`src/rtl/nvm_pkg.sv`:
```
package nvm_pkg;
  typedef enum logic [1:0] {K_LOCKED, K_HALF, K_OPEN} key_st_e;
  typedef enum logic [2:0] {S_IDLE, S_STREAM, S_FLUSH, S_GO, S_WAIT} seq_st_e;

  localparam logic [1:0] SEL_CTRL = 2'd0;
  localparam logic [1:0] SEL_ADRL = 2'd1;
  localparam logic [1:0] SEL_ADRU = 2'd2;
  localparam logic [1:0] SEL_KEY  = 2'd3;

  localparam int CB_START = 0;
  localparam int CB_OP    = 1;
  localparam int CB_ERR   = 2;
  localparam int CB_FULL  = 3;
endpackage

```
`src/rtl/nvm_key_gate.sv`:
```
module nvm_key_gate
  import nvm_pkg::*;
#(
  parameter logic [7:0] KEY_A = 8'h55,
  parameter logic [7:0] KEY_B = 8'hAA
) (
  input  logic       clk,
  input  logic       rst,
  input  logic       key_wr,
  input  logic [7:0] key_val,
  input  logic       other_wr,
  input  logic       consume,
  output logic       open
);
  key_st_e st;

  always_ff @(posedge clk) begin
    if (rst) begin
      st <= K_LOCKED;
    end else if (key_wr) begin
      if (key_val == KEY_A)                       st <= K_HALF;
      else if (key_val == KEY_B && st == K_HALF)  st <= K_OPEN;
      else                                        st <= K_LOCKED;
    end else if (consume) begin
      st <= K_LOCKED;
    end else if (other_wr && st == K_HALF) begin
      st <= K_LOCKED;
    end
  end

  assign open = (st == K_OPEN);
endmodule

```
`src/rtl/nvm_row_latch.sv`:
```
module nvm_row_latch #(
  parameter int ROW_WORDS = 32,
  parameter int WORD_W    = 24,
  parameter int ADDR_W    = 24,
  parameter int BUS_W     = 16,
  localparam int COL_W    = $clog2(ROW_WORDS),
  localparam int ROW_W    = ADDR_W - COL_W,
  localparam int CNT_W    = $clog2(ROW_WORDS + 1),
  localparam int HI_W     = WORD_W - BUS_W
) (
  input  logic              clk,
  input  logic              rst,
  input  logic              tw_en,
  input  logic              tw_hi,
  input  logic [ADDR_W-1:0] tw_addr,
  input  logic [BUS_W-1:0]  tw_data,
  input  logic              busy,
  input  logic              clear,
  input  logic [COL_W-1:0]  rd_idx,
  output logic [WORD_W-1:0] rd_word,
  output logic [CNT_W-1:0]  fill,
  output logic              full,
  output logic              reject
);
  logic [WORD_W-1:0] mem [ROW_WORDS];
  logic [BUS_W-1:0]  lo_hold;
  logic              lo_pend;
  logic [ROW_W-1:0]  row_tag;

  logic [COL_W-1:0] idx;
  logic [ROW_W-1:0] row;
  logic             has_room, col_hit, row_hit, ok_lo, ok_hi, wr_ok;

  assign idx      = tw_addr[COL_W-1:0];
  assign row      = tw_addr[ADDR_W-1:COL_W];
  assign full     = (fill == CNT_W'(ROW_WORDS));
  assign has_room = !full;
  assign col_hit  = ({1'b0, idx} == fill);
  assign row_hit  = (row == row_tag);
  assign ok_lo    = has_room && col_hit && (fill == '0 || row_hit);
  assign ok_hi    = lo_pend && has_room && col_hit && row_hit;
  assign wr_ok    = tw_en && !busy && tw_hi && ok_hi;
  assign reject   = tw_en && (busy || (tw_hi ? !ok_hi : !ok_lo));

  always_ff @(posedge clk) begin
    if (rst) begin
      fill    <= '0;
      lo_pend <= 1'b0;
      lo_hold <= '0;
      row_tag <= '0;
    end else if (clear) begin
      fill    <= '0;
      lo_pend <= 1'b0;
    end else if (tw_en && !busy) begin
      if (tw_hi) begin
        if (ok_hi) begin
          fill    <= fill + CNT_W'(1);
          lo_pend <= 1'b0;
        end
      end else if (ok_lo) begin
        lo_hold <= tw_data;
        lo_pend <= 1'b1;
        row_tag <= row;
      end
    end
  end

  always_ff @(posedge clk) begin
    if (wr_ok) mem[idx] <= {tw_data[HI_W-1:0], lo_hold};
  end

  always_ff @(posedge clk) begin
    rd_word <= mem[rd_idx];
  end
endmodule

```
`src/rtl/nvm_op_seq.sv`:
```
module nvm_op_seq
  import nvm_pkg::*;
#(
  parameter int ROW_WORDS = 32,
  parameter int WORD_W    = 24,
  parameter int ADDR_W    = 24,
  localparam int COL_W    = $clog2(ROW_WORDS),
  localparam int ROW_W    = ADDR_W - COL_W,
  localparam int CNT_W    = $clog2(ROW_WORDS + 1)
) (
  input  logic              clk,
  input  logic              rst,
  input  logic              launch,
  input  logic              op_prog,
  input  logic [ROW_W-1:0]  row_in,
  input  logic [CNT_W-1:0]  fill,
  output logic [COL_W-1:0]  rd_idx,
  input  logic [WORD_W-1:0] rd_word,
  input  logic              done_in,
  output logic              busy,
  output logic              prog_done,
  output logic              arr_erase,
  output logic              arr_prog,
  output logic [ROW_W-1:0]  arr_row,
  output logic              arr_wr,
  output logic [COL_W-1:0]  arr_col,
  output logic [WORD_W-1:0] arr_wdata
);
  seq_st_e          st;
  logic [COL_W-1:0] rd_ptr;
  logic             v1;
  logic [COL_W-1:0] c1;
  logic             prog_q;

  assign rd_idx    = rd_ptr;
  assign busy      = (st != S_IDLE);
  assign prog_done = (st == S_WAIT) && done_in && prog_q;

  always_ff @(posedge clk) begin
    if (rst) begin
      st        <= S_IDLE;
      rd_ptr    <= '0;
      v1        <= 1'b0;
      c1        <= '0;
      prog_q    <= 1'b0;
      arr_erase <= 1'b0;
      arr_prog  <= 1'b0;
      arr_row   <= '0;
      arr_wr    <= 1'b0;
      arr_col   <= '0;
      arr_wdata <= '0;
    end else begin
      arr_erase <= 1'b0;
      arr_prog  <= 1'b0;
      arr_wr    <= v1;
      arr_col   <= c1;
      arr_wdata <= ({1'b0, c1} < fill) ? rd_word : '1;
      v1        <= 1'b0;
      case (st)
        S_IDLE: if (launch) begin
          arr_row <= row_in;
          prog_q  <= op_prog;
          rd_ptr  <= '0;
          if (op_prog) st <= S_STREAM;
          else begin
            arr_erase <= 1'b1;
            st        <= S_WAIT;
          end
        end
        S_STREAM: begin
          v1 <= 1'b1;
          c1 <= rd_ptr;
          if (rd_ptr == COL_W'(ROW_WORDS - 1)) st <= S_FLUSH;
          else rd_ptr <= rd_ptr + COL_W'(1);
        end
        S_FLUSH: st <= S_GO;
        S_GO: begin
          arr_prog <= 1'b1;
          st       <= S_WAIT;
        end
        S_WAIT: if (done_in) st <= S_IDLE;
        default: st <= S_IDLE;
      endcase
    end
  end
endmodule

```
`src/rtl/nvm_prog_ctrl.sv`:
```
module nvm_prog_ctrl
  import nvm_pkg::*;
#(
  parameter int ROW_WORDS     = 32,
  parameter int WORD_W        = 24,
  parameter int ADDR_W        = 24,
  parameter int BUS_W         = 16,
  parameter logic [7:0] KEY_A = 8'h55,
  parameter logic [7:0] KEY_B = 8'hAA,
  localparam int COL_W        = $clog2(ROW_WORDS),
  localparam int ROW_W        = ADDR_W - COL_W,
  localparam int CNT_W        = $clog2(ROW_WORDS + 1),
  localparam int UP_W         = ADDR_W - BUS_W
) (
  input  logic              clk,
  input  logic              rst,
  input  logic              reg_wr,
  input  logic [1:0]        reg_sel,
  input  logic [BUS_W-1:0]  reg_wdata,
  output logic [BUS_W-1:0]  rd_data,
  input  logic              tw_en,
  input  logic              tw_hi,
  input  logic [ADDR_W-1:0] tw_addr,
  input  logic [BUS_W-1:0]  tw_data,
  output logic              busy,
  output logic              err,
  output logic              arr_erase,
  output logic              arr_prog,
  output logic [ROW_W-1:0]  arr_row,
  output logic              arr_wr,
  output logic [COL_W-1:0]  arr_col,
  output logic [WORD_W-1:0] arr_wdata,
  input  logic              arr_done
);
  logic              key_open, ctrl_wr, start_req, launch, bad_start;
  logic              tw_reject, prog_done, full, op_q;
  logic [ADDR_W-1:0] adr_q;
  logic [CNT_W-1:0]  fill;
  logic [COL_W-1:0]  rd_idx;
  logic [WORD_W-1:0] rd_word;

  assign ctrl_wr   = reg_wr && (reg_sel == SEL_CTRL);
  assign start_req = ctrl_wr && reg_wdata[CB_START] && !busy;
  assign launch    = start_req && key_open;
  assign bad_start = start_req && !key_open;

  nvm_key_gate #(.KEY_A(KEY_A), .KEY_B(KEY_B)) u_key (
    .clk      (clk),
    .rst      (rst),
    .key_wr   (reg_wr && reg_sel == SEL_KEY),
    .key_val  (reg_wdata[7:0]),
    .other_wr ((reg_wr && reg_sel != SEL_KEY) || tw_en),
    .consume  (launch),
    .open     (key_open)
  );

  nvm_row_latch #(.ROW_WORDS(ROW_WORDS), .WORD_W(WORD_W), .ADDR_W(ADDR_W),
                  .BUS_W(BUS_W)) u_latch (
    .clk     (clk),
    .rst     (rst),
    .tw_en   (tw_en),
    .tw_hi   (tw_hi),
    .tw_addr (tw_addr),
    .tw_data (tw_data),
    .busy    (busy),
    .clear   (prog_done),
    .rd_idx  (rd_idx),
    .rd_word (rd_word),
    .fill    (fill),
    .full    (full),
    .reject  (tw_reject)
  );

  nvm_op_seq #(.ROW_WORDS(ROW_WORDS), .WORD_W(WORD_W), .ADDR_W(ADDR_W)) u_seq (
    .clk       (clk),
    .rst       (rst),
    .launch    (launch),
    .op_prog   (reg_wdata[CB_OP]),
    .row_in    (adr_q[ADDR_W-1:COL_W]),
    .fill      (fill),
    .rd_idx    (rd_idx),
    .rd_word   (rd_word),
    .done_in   (arr_done),
    .busy      (busy),
    .prog_done (prog_done),
    .arr_erase (arr_erase),
    .arr_prog  (arr_prog),
    .arr_row   (arr_row),
    .arr_wr    (arr_wr),
    .arr_col   (arr_col),
    .arr_wdata (arr_wdata)
  );

  always_ff @(posedge clk) begin
    if (rst) begin
      err  <= 1'b0;
      op_q <= 1'b0;
    end else begin
      if (bad_start || tw_reject) err <= 1'b1;
      else if (ctrl_wr && !busy && reg_wdata[CB_ERR]) err <= 1'b0;
      if (ctrl_wr && !busy) op_q <= reg_wdata[CB_OP];
    end
  end

  always_ff @(posedge clk) begin
    if (rst) begin
      adr_q <= '0;
    end else if (tw_en) begin
      adr_q <= tw_addr;
    end else if (reg_wr && reg_sel == SEL_ADRL) begin
      adr_q[BUS_W-1:0] <= reg_wdata;
    end else if (reg_wr && reg_sel == SEL_ADRU) begin
      adr_q[ADDR_W-1:BUS_W] <= reg_wdata[UP_W-1:0];
    end
  end

  always_ff @(posedge clk) begin
    if (rst) begin
      rd_data <= '0;
    end else begin
      case (reg_sel)
        SEL_CTRL: begin
          rd_data           <= '0;
          rd_data[CB_START] <= busy;
          rd_data[CB_OP]    <= op_q;
          rd_data[CB_ERR]   <= err;
          rd_data[CB_FULL]  <= full;
        end
        SEL_ADRL: rd_data <= adr_q[BUS_W-1:0];
        SEL_ADRU: rd_data <= BUS_W'(adr_q[ADDR_W-1:BUS_W]);
        default:  rd_data <= '0;
      endcase
    end
  end
endmodule

```
`config.mk`:
```
export PLATFORM = sky130hd
export DESIGN_NAME = nvm_prog_ctrl
export DESIGN_NICKNAME = d
export VERILOG_FILES = /design/src/rtl/nvm_pkg.sv /design/src/rtl/nvm_key_gate.sv /design/src/rtl/nvm_row_latch.sv /design/src/rtl/nvm_op_seq.sv /design/src/rtl/nvm_prog_ctrl.sv
export SDC_FILE = /design/constraint.sdc
export NUM_CORES = 1
export LEC_CHECK = 0
export ABC_AREA = 1
export ABC_CLOCK_PERIOD_IN_PS = 6800
export BUFFER_PORTS_ARGS = -buffer_cell sky130_fd_sc_hd__buf_4
export CAP_MARGIN = 15
export CORE_MARGIN = 5
export CORE_UTILIZATION = 35
export CTS_CLUSTER_DIAMETER = 150
export DETAILED_ROUTE_END_ITERATION = 16
export HOLD_SLACK_MARGIN = 0.03
export SYNTH_ARGS = -nofsm -noshare
export SYNTH_HDL_FRONTEND = slang
export SYNTH_SLANG_ARGS = --single-unit
```
`constraint.sdc`:
```
create_clock -name clk -period 6.8 [get_ports clk]
set_clock_uncertainty 0.15 [all_clocks]
set_input_delay 0 -clock clk [delete_from_list [all_inputs] [get_ports clk]]
set_output_delay 0 -clock clk [all_outputs]
set_load 0.1 [all_outputs]
```
=== Word level (Yosys, flattened, before mapping) ===
Memories as Yosys holds them, arrays and structs flattened. A register that Yosys moved wholly into a read port is not among the register bits.
Index checks and enable logic that the tools add are counted.

* Input bits: 64
* Register bits: 152
* Memories kept: 1
* Word-level logic and storage cells: 133
* Bits in writable memories: 768

* Bitwise gates (word level): 4
* Magnitude comparators: 1
* Eq/ne operators: 22
* Multiplexer cells: 30
* Add/subtract/negate cells: 2
* Reduce and logical (&&, ||, !) cells: 52

{| class="wikitable"
|+ Memories
! memory !! depth !! width !! read ports !! clocked after Yosys merged registers in !! write ports !! RTL line !! text
|-
| u_latch.mem || 32 || 24 || 1 || 1 || 1 || nvm_row_latch.sv:25 || <nowiki>logic [WORD_W-1:0] mem [ROW_WORDS];</nowiki>
|}

{| class="wikitable"
|+ Operators with widths
! kind !! count
|-
| $mux 24 || 2
|-
| $pmux 16 s3 || 1
|-
| $logic_and 1x1->1 || 24
|-
| $eq 19x19->1 || 1
|-
| $mux 16 || 1
|-
| $mux 8 || 2
|-
| $pmux 3 s5 || 1
|-
| $mux 3 || 4
|-
| $reduce_and 3->1 || 4
|-
| $mux 1 || 11
|-
| $mux 2 || 5
|-
| $mux 5 || 2
|-
| $ne 2x2->1 const B || 5
|-
| $pmux 5 s2 || 1
|-
| $reduce_bool 2->1 || 5
|-
| $eq 8x7->1 const B || 1
|-
| $eq 8x8->1 const B || 1
|-
| $add 6x1->6 const B || 1
|-
| $eq 2x2->1 const B || 3
|-
| $eq 3x2->1 const B || 2
|-
| $eq 5x6->1 || 1
|-
| $eq 6x6->1 const B || 1
|-
| $logic_not 6->1 || 1
|-
| $lt 5x6->1 || 1
|-
| 16 further kinds || 30
|}

=== Depth between registers and ports, before layout ===
Gate-level depths: netlist of run 1.

* Depth after elaboration: 11
* Gate-level depth with buffers: 13
* Gate-level depth less buffers: 13

=== Hierarchy ===
Synthesis of run 1 repeated with hierarchy kept, for this count alone.

* Cells, all modules: 3305
* Area, all modules: 37980.2 sq um

{| class="wikitable"
|+ By module, submodules not included
! module !! times used !! cells each !! area an instance (sq um)
|-
| nvm_row_latch || 1 || 2650 || 33299.4
|-
| nvm_op_seq || 1 || 346 || 2605.0
|-
| nvm_prog_ctrl || 1 || 275 || 1906.8
|-
| nvm_key_gate || 1 || 34 || 168.9
|}

=== Worst setup path after synthesis of run 1 ===
Ideal clock, no wire load.

* Path type: reg2reg
* From: reg u_seq.st[2]
* To: mem u_latch.mem[0][0] (enable)
* Required time: 6.245 ns
* Path buffers: 0
* Path slack: 3.187 ns
* Library setup time: 0.405 ns
* Cell stages (with the launch flop): 8
* Arrival: 3.058 ns
* Cell sequence: dfxtp_1 -> nor2_1 -> nand2_1 -> nor3_4 -> nand2_4 -> nor2_4 -> nand2_4 -> nor2_1

* Word-level cells in the longest chain between the ends: 7

{| class="wikitable"
|+ Ends and longest elaborated chain
! item !! RTL line !! text
|-
| start, declared || nvm_op_seq.sv:29 || <nowiki>seq_st_e st;</nowiki>
|-
| start signal, assigned || nvm_op_seq.sv:41 || <nowiki>st <= S_IDLE;</nowiki>
|-
| start signal, assigned || nvm_op_seq.sv:64 || <nowiki>if (op_prog) st <= S_STREAM;</nowiki>
|-
| start signal, assigned || nvm_op_seq.sv:67 || <nowiki>st <= S_WAIT;</nowiki>
|-
| $reduce_bool 3->1 || nvm_op_seq.sv:36 || <nowiki>assign busy = (st != S_IDLE);</nowiki>
|-
| named net busy || nvm_prog_ctrl.sv:25 || <nowiki>output logic busy,</nowiki>
|-
| $logic_not 1->1 || nvm_row_latch.sv:42 || <nowiki>assign wr_ok = tw_en && !busy && tw_hi && ok_hi;</nowiki>
|-
| $logic_and 1x1->1 (3 in a row) || nvm_row_latch.sv:42 ||
|-
| $mux 1 || nvm_row_latch.sv:69 || <nowiki>if (wr_ok) mem[idx] <= {tw_data[HI_W-1:0], lo_hold};</nowiki>
|-
| $mux 1 (implied by the code) || nvm_row_latch.sv:69 ||
|-
| end, declared || nvm_row_latch.sv:25 ||
|}

The timed path passes the listed nets, and every way through them passes these cells.

=== Worst setup path in the final report of run 1 ===
* From: reg u_latch.fill[0]
* To: mem u_latch.mem[20][23] (enable)

* Word-level cells in the longest chain between the ends: 8
* Elaborated cells between the ends (all ways): 9

{| class="wikitable"
|+ Ends and longest elaborated chain
! item !! RTL line !! text
|-
| start, declared || nvm_row_latch.sv:21 || <nowiki>output logic [CNT_W-1:0] fill,</nowiki>
|-
| start signal, assigned || nvm_row_latch.sv:57 || <nowiki>fill <= fill + CNT_W'(1);</nowiki>
|-
| $eq 6x6->1 || nvm_row_latch.sv:36 || <nowiki>assign full = (fill == CNT_W'(ROW_WORDS));</nowiki>
|-
| $logic_not 1->1 || nvm_row_latch.sv:37 || <nowiki>assign has_room = !full;</nowiki>
|-
| $logic_and 1x1->1 || nvm_row_latch.sv:41 || <nowiki>assign ok_hi = lo_pend && has_room && col_hit && row_hit;</nowiki>
|-
| $logic_and 1x1->1 * (2 in a row) || nvm_row_latch.sv:41 ||
|-
| $logic_and 1x1->1 * || nvm_row_latch.sv:42 ||
|-
| $mux 1 * || nvm_row_latch.sv:69 ||
|-
| $mux 1 (implied by the code) * || nvm_row_latch.sv:69 ||
|}

Mark *: on every way between the ends. The rest lies on a longest branch, timed or not.

==> results.yml, run 1 <==
setup_path:
  critPathMaxFanout: 14
  worstSetupEndpointType: "register"
  start_kind: "register"
  cp.arrival_ns: 3.97
  path_class: "reg2reg"
  required_ns: 6.93
global_routing:
  overflow: 0
  grt_pass1_wl_um: 160600
  grt_pass1_vias: 24509
  track_usage_pct: 18.91
  grt_max_degree: 201
  antenna_found_initial: 7
power:
  combPwrFrac_pct: 2.8
  p_per_area_mw_per_mm2: 272.5
  power.switching_mw: 2.491
  clkPwrFrac_pct: 45.6
  internal_power_mw: 9.571
  worst_ir_drop_vdd_uv: 194.8
  switching_share_pct: 20.65
  cellLeakagePower_nw: 16.72
  pwr-share-seq_pct: 51.7
timing:
  finalCritPeriodShare_pct: 56.53
  final.hold.worst_slack_ns: 0.1017
  finalSetupViolations: 0
  slew_viol_final: 0
  hold_violations: 0
  rsz0062_at_grt: "no"
  worst_pin_slew_ns: 1.237
  slew_headroom_pct: 17.36
  fin_crit_ns: 3.844
  fin_ws_ns: 2.956
  fmax_mhz: 260.1
  fin_tns_setup_ns: 0
synthesis:
  ys_seq_elements: 944
  synthCells: 3093
  yosysWarningCount: 0
  seq_area_frac_synth_pct: 72.41
  synth_edf_count: 768
  ys.flop_type: "edfxtp_1"
  synth_area_mm2: 0.03671
  postSynthAreaPerCell_um2: 11.87
  synth_cell_types: 42
  synth.area.top_cells: "edfxtp_1 (63%), dfxtp_1 (9.6%), o21ai_0 (6.7%), nor2_1 (5.6%), nand2_1 (2.8%)"
  yosysTopAreaCell: "edfxtp_1"
  syn_nets: 3165
  yosysTopAreaCellShare_pct: 62.82
  async_reset_ff_share_pct: 0
die:
  design.core.area_mm2: 0.1038
  io-pin-count: 133
  die_y_um: 333.9
  die_w_um: 333.9
  rows: 118
  initial_core_util_pct: 35.37
  dieArea_mm2: 0.1115
finish:
  drive_gt1_share_pct: 11.96
  area_growth_pct: 20.58
  fin_area_mm2: 0.04427
  fillers: 9445
  final_nets: 3412
clock_tree:
  htreeDepth: 3
  tritoncts: "done"
  clk_latency_ns: 0.66
  numCtsBuffers: 99
  cts_root_buf: "clkbuf_16"
  cts_resized: 0
  post_cts_buffers: 0
  clock-sinks: 944
  clk_pin_slew_ns: 0.06
  clk_path_buf_depth: 3
routing:
  route.detailed.drc: 0
  viasPerCell: 5.350
  drt_iter0_drc: 2910
  wl_um: 109300
  ant_nets: 0
  vias: 25696
  firstDrtPassIters: 5
  wire_per_inst_um: 22.76
flow_run:
  cap_violations: 0
worst_hold_path:
  hold_path.class: "in2reg"
placement:
  dpl.hpwl_um: 54360
  portBuffers: 132
  gp_congestion: 0.7949
  place_ws_ns: 3.317
  placed_cell_area_mm2: 0.03935
run_status:
  status: "completed"
==> timing repair <==
item / CTS / global route
hold buffers: 154 / 0
hold endpoints to repair: 476 / 0
endpoints found under the setup margin: 0 / 0
==> path summary, 6_finish.rpt <==
path                        start                  end  slack, ns  cells after the start
setup / recovery  u_latch.fill[0]  u_latch.mem[20][23]       2.96                     13
hold / removal        tw_data[14]  u_latch.lo_hold[14]       0.10                      4
setup reg to reg  u_latch.fill[0]  u_latch.mem[20][23]       2.96                     13
hold reg to reg          u_seq.v1         u_seq.arr_wr       0.26                      2
==> routing by layer <==
layer / share of wire (%) / vias to the layer above / track usage, %
li1: - / 11624 / -
met1: 42 / 12802 / 26.00
met2: 48 / 1046 / 30.79
met3: 7.2 / 218 / 3.000
met4: 3.1 / 6 / 6.438
met5: 0.038 / - / 0
==> per-stage QoR <==
step                      std cells  util, %  total power, mW
after detailed placement       4464    37.91            6.627
final                          4803    42.65            12.06
after CTS                      4800    42.62            12.14
after global placement         4464    37.91            6.625
after global routing           4802    42.65            12.40
after floorplan                3093        -            6.508
==> Yosys cell counts, types with 2 or more instances <==
cell type,n
edfxtp_1,768
nor2_1,547
o21ai_0,494
nand2_1,271
dfxtp_1,176
clkbuf_1,157
inv_1,154
o22ai_1,120
nand3_1,81
o221ai_1,72
a21oi_1,57
nand4_1,29
o211ai_1,26
buf_2,20
a31oi_1,16
o21ai_1,15
buf_1,13
ha_1,8
inv_2,8
nor3_1,7
clkinv_1,6
nand2_4,5
nor2_4,5
nand3_2,4
xnor2_1,4
xor2_1,4
nand2_2,3
nor3_4,3
o21bai_1,3
a221oi_1,2
a22oi_1,2
nor2_2,2
or2_2,2
==> logic make-up after synthesis <==
family                   count (synthesis)  share of synthesized area, %
XOR/XNOR                                 8                        0.1908
adder cells (fa/ha/maj)                  8                        0.2727
buffers and inverters                  360                         3.773
AND/OR/NAND/NOR                        963                         10.85
AO/OA/AOI/OAI                          810                         12.50
flip-flops                             944                         72.41
==> power by group through the flow <==
stage	registers [mW]	clock network [mW]	logic, mW
5_1_grt	6.23	5.82	0.356
6_report	6.23	5.50	0.332
3_5_place_dp	6.35	0	0.272
2_1_floorplan	6.43	0	0.0788
4_1_cts	6.23	5.57	0.330
3_3_place_gp	6.35	0	0.270
==> cells in the final DEF (no fill, tap or decap), types with 8 or more instances in the layout <==
master,count
o21ai_1,15
buf_4,182
edfxtp_1,768
nand2_1,271
nand4_1,29
a21oi_1,57
clkbuf_1,27
dlygate4sd3_1,154
nor2_1,513
nor2_4,38
clkinv_1,10
o22ai_1,120
clkbuf_16,102
inv_1,152
dfxtp_1,173
ha_1,8
clkbuf_8,20
o211ai_1,26
nand3_1,81
o21ai_0,494
a31oi_1,16
clkinv_2,15
inv_2,8
o221ai_1,72
==> cell type report <==
| cell class | instances | area [um^2] | area share (%) |
|---|---|---|---|
| Antenna cell | 2 | 5.005 | 0.01131 |
| Multi-Input combinational cell | 1789 | 8992 | 20.31 |
| Timing Repair Buffer | 338 | 2955 | 6.676 |
| Clock buffer | 149 | 2929 | 6.617 |
| Clock inverter | 33 | 414.1 | 0.9356 |
| Tap cell | 1380 | 1727 | 3.901 |
| Inverter | 168 | 648.1 | 1.464 |
| Sequential cell | 944 | 26600 | 60.08 |
==> critical path: stages, from the launching register on <==
cell and delay [ns]:
dfxtp_1 0.35, inv_1 0.16, nand2_1 0.09, a21oi_2 0.16
nand3_2 0.10, dlygate4sd3_1 0.58, nor2_2 0.12, inv_2 0.07
nor2_8 0.12, nand2_4 0.12, nor2_4 0.16, nand2_4 0.18
nor2_4 0.55, buf_4 0.52
==> flip-flops by register name (all words and copies together) (netlist names), 2 cells and up <==
name             cells
u_latch.mem        768
adr_q               24
u_latch.rd_word     24
u_seq.arr_wdata     24
u_latch.row_tag     19
u_seq.arr_row       19
rd_data             16
u_latch.lo_hold     16
u_latch.fill         6
u_seq.arr_col        5
u_seq.c1             5
u_seq.rd_idx         5
u_seq.st             3
u_key.st             2
(Power assumes the default switching activity.)
==> inputs of run 2 (changes only) <==
ABC_CLOCK_PERIOD_IN_PS = 3530   (was 6800)
clock period = 3.53 ns   (was 6.8 ns; I/O delays follow)
==> results.yml, run 2 (synthesized netlist as in run 1, its figures left out) <==
routing:
  ant_nets: 0
  viasPerCell: 5.244
  route.detailed.drc: 0
  wl_um: 105500
  dr_wl_met3_um: 7351
  vias: 25381
  wl_met2_um: 49620
  drt-met1-wl_um: 45190
  firstDrtPassIters: 5
  wire_per_inst_um: 21.80
  drt_iter0_drc: 2838
  highest_layer: "met4"
global_routing:
  grt_pass1_vias: 24603
  track_usage_pct: 18.41
  overflow: 0
  grt_max_degree: 128
  grt_pass1_wl_um: 158600
  antenna_found_initial: 3
worst_hold_path:
  hold_path.class: "in2reg"
  holdPathStages: 4
placement:
  place_ws_ns: 0.6302
  gp_congestion: 0.8310
  dpl.hpwl_um: 61570
  portBuffers: 132
power:
  switching_share_pct: 21.03
  worst_ir_drop_vdd_uv: 348.8
  power.total_mw: 22.85
  combPwrFrac_pct: 2.8
  power.switching_mw: 4.804
  clkPwrFrac_pct: 44.6
  cellLeakagePower_nw: 16.89
  pwr-share-seq_pct: 52.5
  p_per_area_mw_per_mm2: 511.9
  internal_power_mw: 18.04
finish:
  drive_gt1_share_pct: 13.05
  layout.cells.most_common: "edfxtp_1"
  area_growth_pct: 21.57
  largest_reg_flops: 768
  final_cell_mix: "edfxtp_1 (768), nor2_1 (513), o21ai_0 (494)"
  largest-register: "u_latch.mem"
  fillers: 9476
  final_nets: 3445
die:
  die_y_um: 333.9
  rows: 118
  die_w_um: 333.9
  design.core.area_mm2: 0.1038
  dieArea_mm2: 0.1115
  io-pin-count: 133
  initial_core_util_pct: 35.37
timing:
  slew_headroom_pct: 21.45
  fin_crit_ns: 3.162
  worst_pin_slew_ns: 1.177
  fin_ws_ns: 0.3681
  rsz0062_at_grt: "no"
  finalCritPeriodShare_pct: 89.57
  finalSetupViolations: 0
  slew_viol_final: 0
  fmax_mhz: 316.3
  hold_violations: 0
clock_tree:
  cts_root_buf: "clkbuf_16"
  clk_latency_ns: 0.66
  clk_path_buf_depth: 3
  clock-sinks: 944
  cts_resized: 0
  tritoncts: "done"
  numCtsBuffers: 97
  clk_pin_slew_ns: 0.06
  htreeDepth: 3
flow_run:
  cap_violations: 0
setup_path:
  critPathMaxFanout: 29
  r2r_cells: 11
  required_ns: 3.90
  cp.arrival_ns: 3.53
  worstSetupEndpointType: "register"
  start_kind: "register"
  path_class: "reg2reg"
run_status:
  status: "completed"
## run 2: critical path: stages (launching register included)
cell and delay, ns:
dfxtp_1 0.35, inv_1 0.16, nand2_1 0.07, a21oi_1 0.15
nand3_2 0.12, nor2_1 0.14, dlygate4sd3_1 0.59, nand3_2 0.22
buf_4 0.33, nor2_1 0.14, nor2_1 0.06, dlygate4sd3_1 0.54
## run 2: metrics by stage
| stage | area, um^2 | TNS (ns) | hold slack (ns) | std cells | utilization, % |
|---|---|---|---|---|---|
| 5_1_grt | 44630 | 0 | 0.1171 | 4838 | 42.99 |
| 2_1_floorplan | 36710 | -63.84 | -0.07069 | 3093 | - |
| 6_report | 44630 | 0 | 0.08582 | 4840 | 43.00 |
| 3_3_place_gp | 39970 | 0 | 0.07418 | 4508 | 38.51 |
| 4_1_cts | 44620 | 0 | 0.05094 | 4837 | 42.99 |
| 3_5_place_dp | 39970 | 0 | 0.07781 | 4508 | 38.51 |
## run 2: cell type report
class / instances / area, um^2 / share of cell area (%)
sequential: 944 / 26600 / 59.61
clock inverter: 53 / 555.5 / 1.245
antenna: 3 / 7.507 / 0.01682
multi-input combinational: 1789 / 8992 / 20.15
clock buffer: 130 / 2633 / 5.899
timing repair buffer: 373 / 3466 / 7.766
tap: 1380 / 1727 / 3.869
inverter: 168 / 646.9 / 1.449
## run 2: per-layer routing
metal,vias up,track usage (%)
met5,-,0
met1,12523,25.88
met4,0,6.196
met3,154,2.577
li1,11700,-
met2,1004,29.62
## run 2: power groups by stage
stage	clock [mW]	combinational, mW	sequential [mW]
floorplan	0	0.152	12.4
global placement	0	0.546	12.2
detailed placement	0	0.547	12.2
CTS	10.4	0.649	12.0
global route	10.9	0.694	12.0
finish	10.2	0.651	12.0
## run 2: timing repair
item,in CTS,in global routing
setup buffers,0,0
hold buffers,146,0
endpoints found under the hold margin,576,0
## run 2: path summary, 6_finish.rpt
| kind | from | to | slack [ns] |
|---|---|---|---|
| min reg2reg | u_seq.v1 | u_seq.arr_wr | 0.26 |
| max | u_latch.fill[4] | u_latch.row_tag[17] | 0.37 |
| max reg2reg | u_latch.fill[4] | u_latch.row_tag[17] | 0.37 |
| min | reg_wdata[1] | u_seq.prog_q | 0.09 |
